### config.mk
export PLATFORM = sky130hd
export DESIGN_NAME = pin_irq_port
export DESIGN_NICKNAME = d
export VERILOG_FILES = /design/src/rtl/pin_irq_pkg.sv /design/src/rtl/pin_irq_regs.sv /design/src/rtl/pin_irq_detect.sv /design/src/rtl/pin_irq_status.sv /design/src/rtl/pin_irq_port.sv
export SDC_FILE = /design/constraint.sdc
export NUM_CORES = 1
export LEC_CHECK = 0
export ABC_AREA = 1
export BUFFER_PORTS_ARGS = -buffer_cell sky130_fd_sc_hd__buf_2
export CELL_PAD_IN_SITES_DETAIL_PLACEMENT = 1
export CELL_PAD_IN_SITES_GLOBAL_PLACEMENT = 1
export CORE_ASPECT_RATIO = 1.75
export CORE_MARGIN = 4
export CORE_UTILIZATION = 38
export CTS_CLUSTER_SIZE = 12
export DETAILED_ROUTE_END_ITERATION = 10
export PLACE_DENSITY = 0.86
export SLEW_MARGIN = 10
export SYNTH_ARGS = -nofsm -noshare
export SYNTH_HDL_FRONTEND = slang
export SYNTH_SLANG_ARGS = --single-unit
### constraint.sdc
create_clock -name clk -period 1.77 [get_ports clk]
set_clock_uncertainty 0.05 [all_clocks]
set_input_delay 0.177 -clock clk [delete_from_list [all_inputs] [get_ports clk]]
set_output_delay 0.177 -clock clk [all_outputs]
set_load 0.02 [all_outputs]
### src/rtl/pin_irq_pkg.sv
package pin_irq_pkg;

  localparam int unsigned OFS_STATUS = 32'h40;
  localparam int unsigned OFS_ENABLE = 32'h50;
  localparam int unsigned OFS_TYPE   = 32'h60;
  localparam int unsigned OFS_CLEAR  = 32'h70;

  typedef struct packed {
    logic any_chg;
    logic edge_sel;
    logic pol;
  } trig_t;

endpackage

### src/rtl/pin_irq_regs.sv
module pin_irq_regs
  import pin_irq_pkg::*;
#(
  parameter int NPINS     = 8,
  parameter int DW        = 32,
  parameter int ADDR_W    = 12,
  parameter int UPPER_OFS = 32'h80
) (
  input  logic                 clk,
  input  logic                 rst,
  input  logic                 we,
  input  logic [ADDR_W-1:0]    addr,
  input  logic [DW-1:0]        wdata,
  input  logic [NPINS-1:0]     status_i,
  output logic [NPINS-1:0]     enable_o,
  output logic [3*NPINS-1:0]   type_o,
  output logic [NPINS-1:0]     clr_o,
  output logic [NPINS-1:0]     mset_o,
  output logic [NPINS-1:0]     mval_o,
  output logic [DW-1:0]        rdata_o
);

  localparam int TW = 3 * NPINS;

  localparam logic [ADDR_W-1:0] A_ST  = ADDR_W'(OFS_STATUS);
  localparam logic [ADDR_W-1:0] A_EN  = ADDR_W'(OFS_ENABLE);
  localparam logic [ADDR_W-1:0] A_TY  = ADDR_W'(OFS_TYPE);
  localparam logic [ADDR_W-1:0] A_CL  = ADDR_W'(OFS_CLEAR);
  localparam logic [ADDR_W-1:0] A_MST = ADDR_W'(UPPER_OFS + OFS_STATUS);
  localparam logic [ADDR_W-1:0] A_MEN = ADDR_W'(UPPER_OFS + OFS_ENABLE);
  localparam logic [ADDR_W-1:0] A_MTY = ADDR_W'(UPPER_OFS + OFS_TYPE);

  logic [NPINS-1:0] enable_q;
  logic [TW-1:0]    type_q;
  logic [DW-1:0]    rdata_q;
  logic [NPINS-1:0] en_sel;
  logic [TW-1:0]    ty_sel;
  logic [DW-1:0]    rd_next;

  assign en_sel = wdata[2*NPINS-1:NPINS];
  assign ty_sel = {3{wdata[4*NPINS-1:3*NPINS]}};

  always_comb begin
    rd_next = '0;
    if (addr == A_ST || addr == A_MST) rd_next = DW'(status_i);
    else if (addr == A_EN || addr == A_MEN) rd_next = DW'(enable_q);
    else if (addr == A_TY || addr == A_MTY) rd_next = DW'(type_q);
  end

  always_ff @(posedge clk) begin
    if (rst) begin
      enable_q <= '0;
      type_q   <= '0;
      rdata_q  <= '0;
    end else begin
      rdata_q <= rd_next;
      if (we && addr == A_EN) enable_q <= wdata[NPINS-1:0];
      if (we && addr == A_MEN)
        enable_q <= (enable_q & ~en_sel) | (wdata[NPINS-1:0] & en_sel);
      if (we && addr == A_TY) type_q <= wdata[TW-1:0];
      if (we && addr == A_MTY)
        type_q <= (type_q & ~ty_sel) | (wdata[TW-1:0] & ty_sel);
    end
  end

  assign clr_o    = (we && addr == A_CL) ? wdata[NPINS-1:0] : '0;
  assign mset_o   = (we && addr == A_MST) ? en_sel : '0;
  assign mval_o   = wdata[NPINS-1:0];
  assign enable_o = enable_q;
  assign type_o   = type_q;
  assign rdata_o  = rdata_q;


  mask_en_chk: assert property (@(posedge clk) disable iff (rst)
    (we && addr == A_MEN) |=> (((enable_q ^ $past(enable_q)) & ~$past(en_sel)) == '0));


  mask_type_chk: assert property (@(posedge clk) disable iff (rst)
    (we && addr == A_MTY) |=> (((type_q ^ $past(type_q)) & ~$past(ty_sel)) == '0));

endmodule

### src/rtl/pin_irq_detect.sv
module pin_irq_detect
  import pin_irq_pkg::*;
#(
  parameter int NPINS = 8
) (
  input  logic               clk,
  input  logic               rst,
  input  logic [NPINS-1:0]   pin_i,
  input  logic [3*NPINS-1:0] type_i,
  output logic [NPINS-1:0]   event_o,
  output logic [NPINS-1:0]   edge_mode_o
);

  logic [NPINS-1:0] prev_q;

  // Tracks the pins even in reset so that no false edge follows reset release.
  always_ff @(posedge clk) prev_q <= pin_i;

  for (genvar i = 0; i < NPINS; i++) begin : g_pin
    trig_t cfg;
    logic  rise, fall;
    assign cfg  = '{any_chg: type_i[2*NPINS+i], edge_sel: type_i[NPINS+i], pol: type_i[i]};
    assign rise = pin_i[i] & ~prev_q[i];
    assign fall = ~pin_i[i] & prev_q[i];

    always_comb begin
      if (!cfg.edge_sel)   event_o[i] = (pin_i[i] == cfg.pol);
      else if (cfg.any_chg) event_o[i] = rise | fall;
      else if (cfg.pol)    event_o[i] = rise;
      else                 event_o[i] = fall;
    end
    assign edge_mode_o[i] = cfg.edge_sel;


    edge_needs_change_chk: assert property (@(posedge clk) disable iff (rst)
      (edge_mode_o[i] && event_o[i] && !$past(rst)) |-> (pin_i[i] != $past(pin_i[i])));
  end

endmodule

### src/rtl/pin_irq_status.sv
module pin_irq_status #(
  parameter int NPINS = 8
) (
  input  logic             clk,
  input  logic             rst,
  input  logic [NPINS-1:0] event_i,
  input  logic [NPINS-1:0] edge_mode_i,
  input  logic [NPINS-1:0] clr_i,
  input  logic [NPINS-1:0] mset_i,
  input  logic [NPINS-1:0] mval_i,
  input  logic [NPINS-1:0] enable_i,
  output logic [NPINS-1:0] status_o,
  output logic             irq_o
);

  logic [NPINS-1:0] status_q;
  logic [NPINS-1:0] status_d;
  logic             irq_q;

  for (genvar i = 0; i < NPINS; i++) begin : g_bit
    logic base;
    always_comb begin
      if (mset_i[i])     base = mval_i[i];
      else if (clr_i[i]) base = 1'b0;
      else               base = status_q[i];
      if (edge_mode_i[i])                base = base | event_i[i];
      else if (!(mset_i[i] || clr_i[i])) base = base | event_i[i];
      status_d[i] = base;
    end


    sticky_chk: assert property (@(posedge clk) disable iff (rst)
      (status_q[i] && !clr_i[i] && !mset_i[i]) |=> status_q[i]);


    level_clear_chk: assert property (@(posedge clk) disable iff (rst)
      (clr_i[i] && !mset_i[i] && !edge_mode_i[i]) |=> !status_q[i]);


    mask_status_chk: assert property (@(posedge clk) disable iff (rst)
      (mset_i[i] && mval_i[i]) |=> status_q[i]);
  end

  always_ff @(posedge clk) begin
    if (rst) begin
      status_q <= '0;
      irq_q    <= 1'b0;
    end else begin
      status_q <= status_d;
      irq_q    <= |(status_q & enable_i);
    end
  end

  assign status_o = status_q;
  assign irq_o    = irq_q;

endmodule

### src/rtl/pin_irq_port.sv
module pin_irq_port #(
  parameter int NPINS     = 8,
  parameter int DW        = 32,
  parameter int ADDR_W    = 12,
  parameter int UPPER_OFS = 32'h80
) (
  input  logic              clk,
  input  logic              rst,
  input  logic [NPINS-1:0]  pins_i,
  input  logic              bus_we,
  input  logic [ADDR_W-1:0] bus_addr,
  input  logic [DW-1:0]     bus_wdata,
  output logic [DW-1:0]     bus_rdata,
  output logic              irq_o
);

  logic [NPINS-1:0]   status_w, enable_w, clr_w, mset_w, mval_w, event_w, edge_w;
  logic [3*NPINS-1:0] type_w;

  pin_irq_regs #(.NPINS(NPINS), .DW(DW), .ADDR_W(ADDR_W), .UPPER_OFS(UPPER_OFS)) u_regs (
    .clk(clk), .rst(rst), .we(bus_we), .addr(bus_addr), .wdata(bus_wdata),
    .status_i(status_w), .enable_o(enable_w), .type_o(type_w),
    .clr_o(clr_w), .mset_o(mset_w), .mval_o(mval_w), .rdata_o(bus_rdata)
  );

  pin_irq_detect #(.NPINS(NPINS)) u_detect (
    .clk(clk), .rst(rst), .pin_i(pins_i), .type_i(type_w),
    .event_o(event_w), .edge_mode_o(edge_w)
  );

  pin_irq_status #(.NPINS(NPINS)) u_status (
    .clk(clk), .rst(rst), .event_i(event_w), .edge_mode_i(edge_w),
    .clr_i(clr_w), .mset_i(mset_w), .mval_i(mval_w), .enable_i(enable_w),
    .status_o(status_w), .irq_o(irq_o)
  );


  for (genvar i = 0; i < NPINS; i++) begin : g_chk
    edge_wins_chk: assert property (@(posedge clk) disable iff (rst)
      (edge_w[i] && event_w[i]) |=> status_w[i]);
  end


  irq_follow_chk: assert property (@(posedge clk) disable iff (rst)
    (|(status_w & enable_w)) |=> irq_o);


  irq_quiet_chk: assert property (@(posedge clk) disable iff (rst)
    ((status_w & enable_w) == '0 && !$past(rst)) |=> !irq_o);

endmodule

==> results of run 1 <==
-- where the power goes --
group / leakage (nW) / switching, mW / internal (mW)
Clock: 0.155 / 0.711 / 1.16
Combinational: 1.71 / 0.180 / 0.126
Sequential: 0.593 / 0.0181 / 1.67
Total: 2.46 / 0.909 / 2.96
-- path summary, 6_finish.rpt --
| check | slack [ps] | endpoint | from | cells past startpoint |
|---|---|---|---|---|
| setup / recovery | 370 | u_status.status_o[2] | pins_i[2] | 9 |
| hold / removal | 100 | flop | bus_wdata[17] | 4 |
| setup reg to reg | 570 | u_regs.rdata_o[1] | flop | 4 |
| hold reg to reg | 430 | u_regs.rdata_o[23] | flop | 2 |
-- kinds of logic (layout without fill, tap and decap cells) --
kind of cell | Yosys count | in the layout | share of synthesized area
buffers and inverters | 107 | 200 | 0.123
adders and majority gates | 16 | 16 | 0.0523
AOI/OAI and AO/OA | 64 | 64 | 0.0889
other | 1 | 8 | 0.000980
DFF | 73 | 73 | 0.382
and+or+nand+nor | 309 | 309 | 0.353
-- metal layers --
layer  global-route usage  routed length [µm]
met1                0.207                4570
met2                0.415                6910
met3               0.0363                 390
met4                0.119                 467
met5                    0                   0
-- cell usage in the layout (no fill, tap or decap), drive strengths merged --
cell         synthesis  routed
nand4                8       8
conb                 1       8
o21bai               5       5
inv                 81      81
o21ai               16      16
nor2               106     106
clkinv               0       4
a221oi               2       2
nand3b              16      16
nor3                 1       1
nand2              116     116
dlygate4sd3          0       8
bufinv               0       1
dfxtp               73      73
nand3               62      62
ha                  16      16
a21oi               41      41
clkbuf               4      11
buf                 22      95
-- final cells by class --
cell class,instances,area [µm²],share of cell area
Clock buffer,11,253,0.0528
Clock inverter,5,53.8,0.0112
Inverter,81,304,0.0636
Multi-Input combinational cell,397,1920,0.402
Sequential cell,73,1460,0.306
Tap cell,125,156,0.0327
Timing Repair Buffer,103,633,0.132
-- worst max-delay path: cells and delay by family --
| family | cells | cell delay (ps) |
|---|---|---|
| and+or+nand+nor | 4 | 300 |
| adders and majority gates | 1 | 280 |
| buffers and inverters | 3 | 710 |
| AOI/OAI and AO/OA | 1 | 160 |
-- stage by stage --
step,worst slack [ps],cells,hold WS (ps)
after floorplan,480,577,155
after global placement,181,771,274
after detailed placement,105,771,283
after CTS,378,795,99.5
after global routing,240,795,125
final,370,795,104
==> impl_metrics.py, run 1 <==
metrics = {
    "cts": {
        "worstSkewPairLatency_ps": 340,
        "clk_pin_slew_ps": 60,
        "tritoncts": "done",
        "cts_hold_buf": 8,
        "cts_buffers": 9,
        "cts_resized": 0,
        "cts_htree_levels": 3,
        "cts_root_buf": "clkbuf_16",
        "clock_sinks": 73,
        "cts_buffer_depth": 2,
        "cts_setup_buffers": 0,
    },
    "yosys": {
        "synth.top_cell.area_share": 0.382,
        "yosysUniqueCellTypes": 24,
        "synth_edf_count": 0,
        "ys_seq_elements": 73,
        "ys_top_cells_by_count": "115 x nand2_1, 102 x nor2_1, 79 x inv_1, 73 x dfxtp_1, 62 x nand3_1",
        "yosysMostFrequentCell": "nand2_1",
        "netlist_instances": 570,
        "yosys_most_used_dff": "dfxtp_1",
        "ys.warnings.count": 0,
        "synth_area_leaders": "dfxtp_1 38%, nand2_1 11%, nor2_1 10%, nand3_1 8.1%, inv_1 7.7%",
        "synth_top_cell_by_area": "dfxtp_1",
        "synth-seq-area-share": 0.382,
        "synth_area_um2": 3830,
        "synthArstFlopShare": 0,
        "syn_avg_cell_area_um2": 6.71,
    },
    "sta": {
        "tns_ps": 0,
        "rsz0062_at_grt": "false",
        "min_period_ps": 1400,
        "maxSlewViolCount": 0,
        "fin_crit_sh": 0.791,
        "fmax_ghz": 0.714,
        "setup_viol": 0,
        "hold_viol_final": 0,
    },
    "routing": {
        "wirelength_um": 12300,
        "first_pass_iters": 4,
        "drt_iter0_drc": 213,
        "via_count": 4003,
        "ant_nets": 0,
        "drc": 0,
        "via_per_inst": 5.04,
        "wl_per_cell_um": 15.5,
    },
    "critical_path": {
        "cp_slowest_cell": "dlygate4sd3_1",
        "arrival_ps": 1620,
        "crit_fanout": 4,
        "cpPeakStageDelay_ps": 520,
        "cp-end-kind": "flop",
        "start_kind": "input pin",
        "critPathRequiredTime_ps": 1990,
        "criticalPathCategory": "input pin to flop",
        "crit_path_cell_trace": "dlygate4sd3_1 > buf_2 > inv_1 > ha_1 > a21oi_1 > nand2_1 > nand2_1 > nor2_1 > nor2_1",
    },
    "layout": {
        "final_area_um2": 4780,
        "fillers": 1340,
        "area_growth_pct": 25.0,
        "utilization": 0.486,
        "nNetsFinal": 736,
        "diodes": 0,
        "drive_above_1_share": 0.176,
    },
    "global_routing": {
        "antenna_found_initial": 0,
        "grt_overflow": 0,
        "grt_usage": 0.213,
        "grt_pass1_vias": 4352,
        "grt_start_max_net_pins": 37,
        "grt_first_pass_wirelength_um": 20100,
    },
    "floorplanning": {
        "core_um2": 9850,
        "io_pins": 88,
        "die_y_um": 141,
        "start_util": 0.389,
        "fp-row-count": 48,
        "die_x_um": 83.9,
        "fp.dieArea_um2": 11800,
    },
    "power_and_ir_drop": {
        "peakVddDrop_v": 0.000457,
        "p_leak_nw": 2.46,
        "powerDensity_nw_per_um2": 808,
        "power.total_mw": 3.87,
    },
    "placement": {
        "dpl.hpwl_um": 9090,
        "numPortBuffers": 79,
        "dpl-instance-area_um2": 4400,
        "gp_congestion": 0.848,
    },
    "run_status": {
        "status": "completed",
    },
    "min_path": {
        "hold_path_class": "input pin to flop",
    },
    "flow_run": {
        "maxCapViolCount": 0,
    },
}
(Power assumes the default switching activity.)
==> inputs of run 2 (changes only) <==
--- a/config.mk
+++ b/config.mk
@@ -11,10 +11,10 @@
 export CELL_PAD_IN_SITES_GLOBAL_PLACEMENT = 1
 export CORE_ASPECT_RATIO = 1.75
 export CORE_MARGIN = 4
-export CORE_UTILIZATION = 38
+export CORE_UTILIZATION = 34
 export CTS_CLUSTER_SIZE = 12
 export DETAILED_ROUTE_END_ITERATION = 10
-export PLACE_DENSITY = 0.86
+export PLACE_DENSITY = 0.82
 export SLEW_MARGIN = 10
 export SYNTH_ARGS = -nofsm -noshare
 export SYNTH_HDL_FRONTEND = slang
==> constraint.sdc (replaced) <==
create_clock -name clk -period 1.2 [get_ports clk]
set_clock_uncertainty 0.05 [all_clocks]
set_input_delay 0.12 -clock clk [delete_from_list [all_inputs] [get_ports clk]]
set_output_delay 0.12 -clock clk [all_outputs]
set_load 0.02 [all_outputs]
==> run 2 against run 1 <==
The flow now finishes with violations (setup timing); first-iteration DRC count shrank 23%; total power grew 42%; via count grew 5.1%; sequential power grew 48%; combinational power grew 68%; sequential share of layout area shrank 1.9 points; setup slack lost 430 ps; die area grew 11%; cell area grew 7.9%; critical path type is now flop to flop; highest routed layer unchanged.
==> impl_metrics.py, run 2 (synthesis results as in run 1) <==
metrics = {
    "run_status": {
        "status": "finished, violations left",
        "violations": "setup timing",
    },
    "cts": {
        "cts_root_buf": "clkbuf_16",
        "worstSkewPairLatency_ps": 350,
        "clock_sinks": 73,
        "cts_buffer_depth": 2,
        "tritoncts": "done",
        "cts_buffers": 9,
        "clk_pin_slew_ps": 60,
        "cts_htree_levels": 3,
    },
    "critical_path": {
        "r2r_cells": 4,
        "arrival_ps": 1410,
        "crit_fanout": 3,
        "start_kind": "flop",
        "ff2ff_setup_slack_ps": -60,
        "r2r-start": "u_status.status_o[5]",
        "regToRegEndpoint": "u_status.irq_o",
        "critPathRequiredTime_ps": 1350,
        "cp-end-kind": "flop",
        "criticalPathCategory": "flop to flop",
    },
    "floorplanning": {
        "io_pins": 88,
        "die_y_um": 148,
        "core_um2": 11100,
        "start_util": 0.345,
        "die_x_um": 88.2,
        "fp-row-count": 51,
        "fp.dieArea_um2": 13100,
    },
    "min_path": {
        "hold_path_class": "input pin to flop",
        "whs_path_depth": 4,
        "min_from": "bus_wdata[22]",
    },
    "layout": {
        "utilization": 0.465,
        "diodes": 0,
        "final_area_um2": 5160,
        "final_cell_mix": "109 x nand2_1, 94 x nor2_1, 76 x inv_1",
        "layout_commonest_cell": "nand2_1",
        "fillers": 1468,
        "nNetsFinal": 762,
        "area_growth_pct": 34.8,
        "drive_above_1_share": 0.276,
    },
    "sta": {
        "setup_viol": 1,
        "fmax_ghz": 0.795,
        "min_period_ps": 1260,
        "fin_crit_sh": 1.05,
        "rsz0062_at_grt": "true",
        "hold_viol_final": 0,
        "maxSlewViolCount": 0,
        "fin_ws_ps": -58.0,
    },
    "routing": {
        "ant_nets": 0,
        "via_per_inst": 5.09,
        "first_pass_iters": 4,
        "drc": 0,
        "wirelength_um": 13500,
        "drt_iter0_drc": 164,
        "via_count": 4206,
        "wl_per_cell_um": 16.3,
    },
    "global_routing": {
        "grt_usage": 0.203,
        "grt_first_pass_wirelength_um": 20500,
        "antenna_found_initial": 0,
        "grt_overflow": 0,
        "grt_pass1_vias": 4372,
        "grt_start_max_net_pins": 33,
    },
    "placement": {
        "dpl-instance-area_um2": 4570,
        "dpl.hpwl_um": 9450,
        "numPortBuffers": 79,
        "gp_congestion": 0.799,
    },
    "flow_run": {
        "maxCapViolCount": 0,
    },
    "power_and_ir_drop": {
        "powerDensity_nw_per_um2": 1060,
        "peakVddDrop_v": 0.000768,
        "p_leak_nw": 2.62,
    },
}
==> run 2: power breakdown <==
group	switching [mW]	total [mW]	internal [mW]
Sequential	0.0248	2.48	2.46
Clock	1.06	2.49	1.43
Combinational	0.291	0.516	0.224
Total	1.38	5.49	4.11
==> run 2: through the flow <==
stage | hold WS (ps) | power [mW] | setup TNS (ps) | setup WS, ps | cells
3_5_place_dp | 224 | 2.99 | -18680 | -405 | 790
5_1_grt | 54.7 | 5.68 | -1070 | -78.8 | 827
6_report | 37.4 | 5.49 | -58.0 | -58.0 | 827
2_1_floorplan | 97.7 | 2.78 | -418 | -27.2 | 577
3_3_place_gp | 219 | 2.97 | -15770 | -345 | 790
4_1_cts | 38.3 | 5.48 | -260 | -36.7 | 813
==> run 2: cell type report <==
| type | instances | area, µm² | area share |
|---|---|---|---|
| multi-input cells | 397 | 2040 | 0.396 |
| clock buffers | 11 | 243 | 0.0470 |
| repair buffers | 129 | 906 | 0.176 |
| inverters | 81 | 304 | 0.0589 |
| flip-flops and latches | 73 | 1480 | 0.287 |
| clock inverters | 4 | 20.0 | 0.00388 |
| well taps | 132 | 165 | 0.0320 |
==> run 2: how the worst max path moves through the flow <==
stage,startpoint,end,slack [ps],depth (start not counted)
3_3_place_gp,bus_addr[1],u_status.status_o[4],-340,9
6_report,u_status.status_o[5],u_status.irq_o,-60,4
2_1_floorplan,bus_addr[5],flop,-30,9
3_5_place_dp,bus_addr[11],flop,-410,8
4_1_cts,bus_addr[3],u_status.status_o[4],-40,9
5_1_grt,bus_addr[10],u_status.status_o[7],-80,13
==> run 2: metal layers <==
layer / global-route usage / part of all wire / up-vias
met5: 0 / 0 / -
met3: 0.0316 / 0.041 / 32
met2: 0.397 / 0.57 / 111
met4: 0.0930 / 0.034 / 0
li1: - / - / 2026
met1: 0.198 / 0.35 / 2037
==> run 2: timing repair <==
action,4_1_cts,5_1_grt
pin swaps,5,27
hold buffers,8,0
setup endpoints to repair,11,51
hold endpoints to repair,8,0
gates cloned,0,1
buffers inserted,0,13
resized for setup,0,48
==> run 2: critical path, stage by stage (launching register included) <==
cell      delay, ps
dfxtp_1         330
nand2_1          80
nand2_1          90
a221oi_1        390
a21oi_1         180
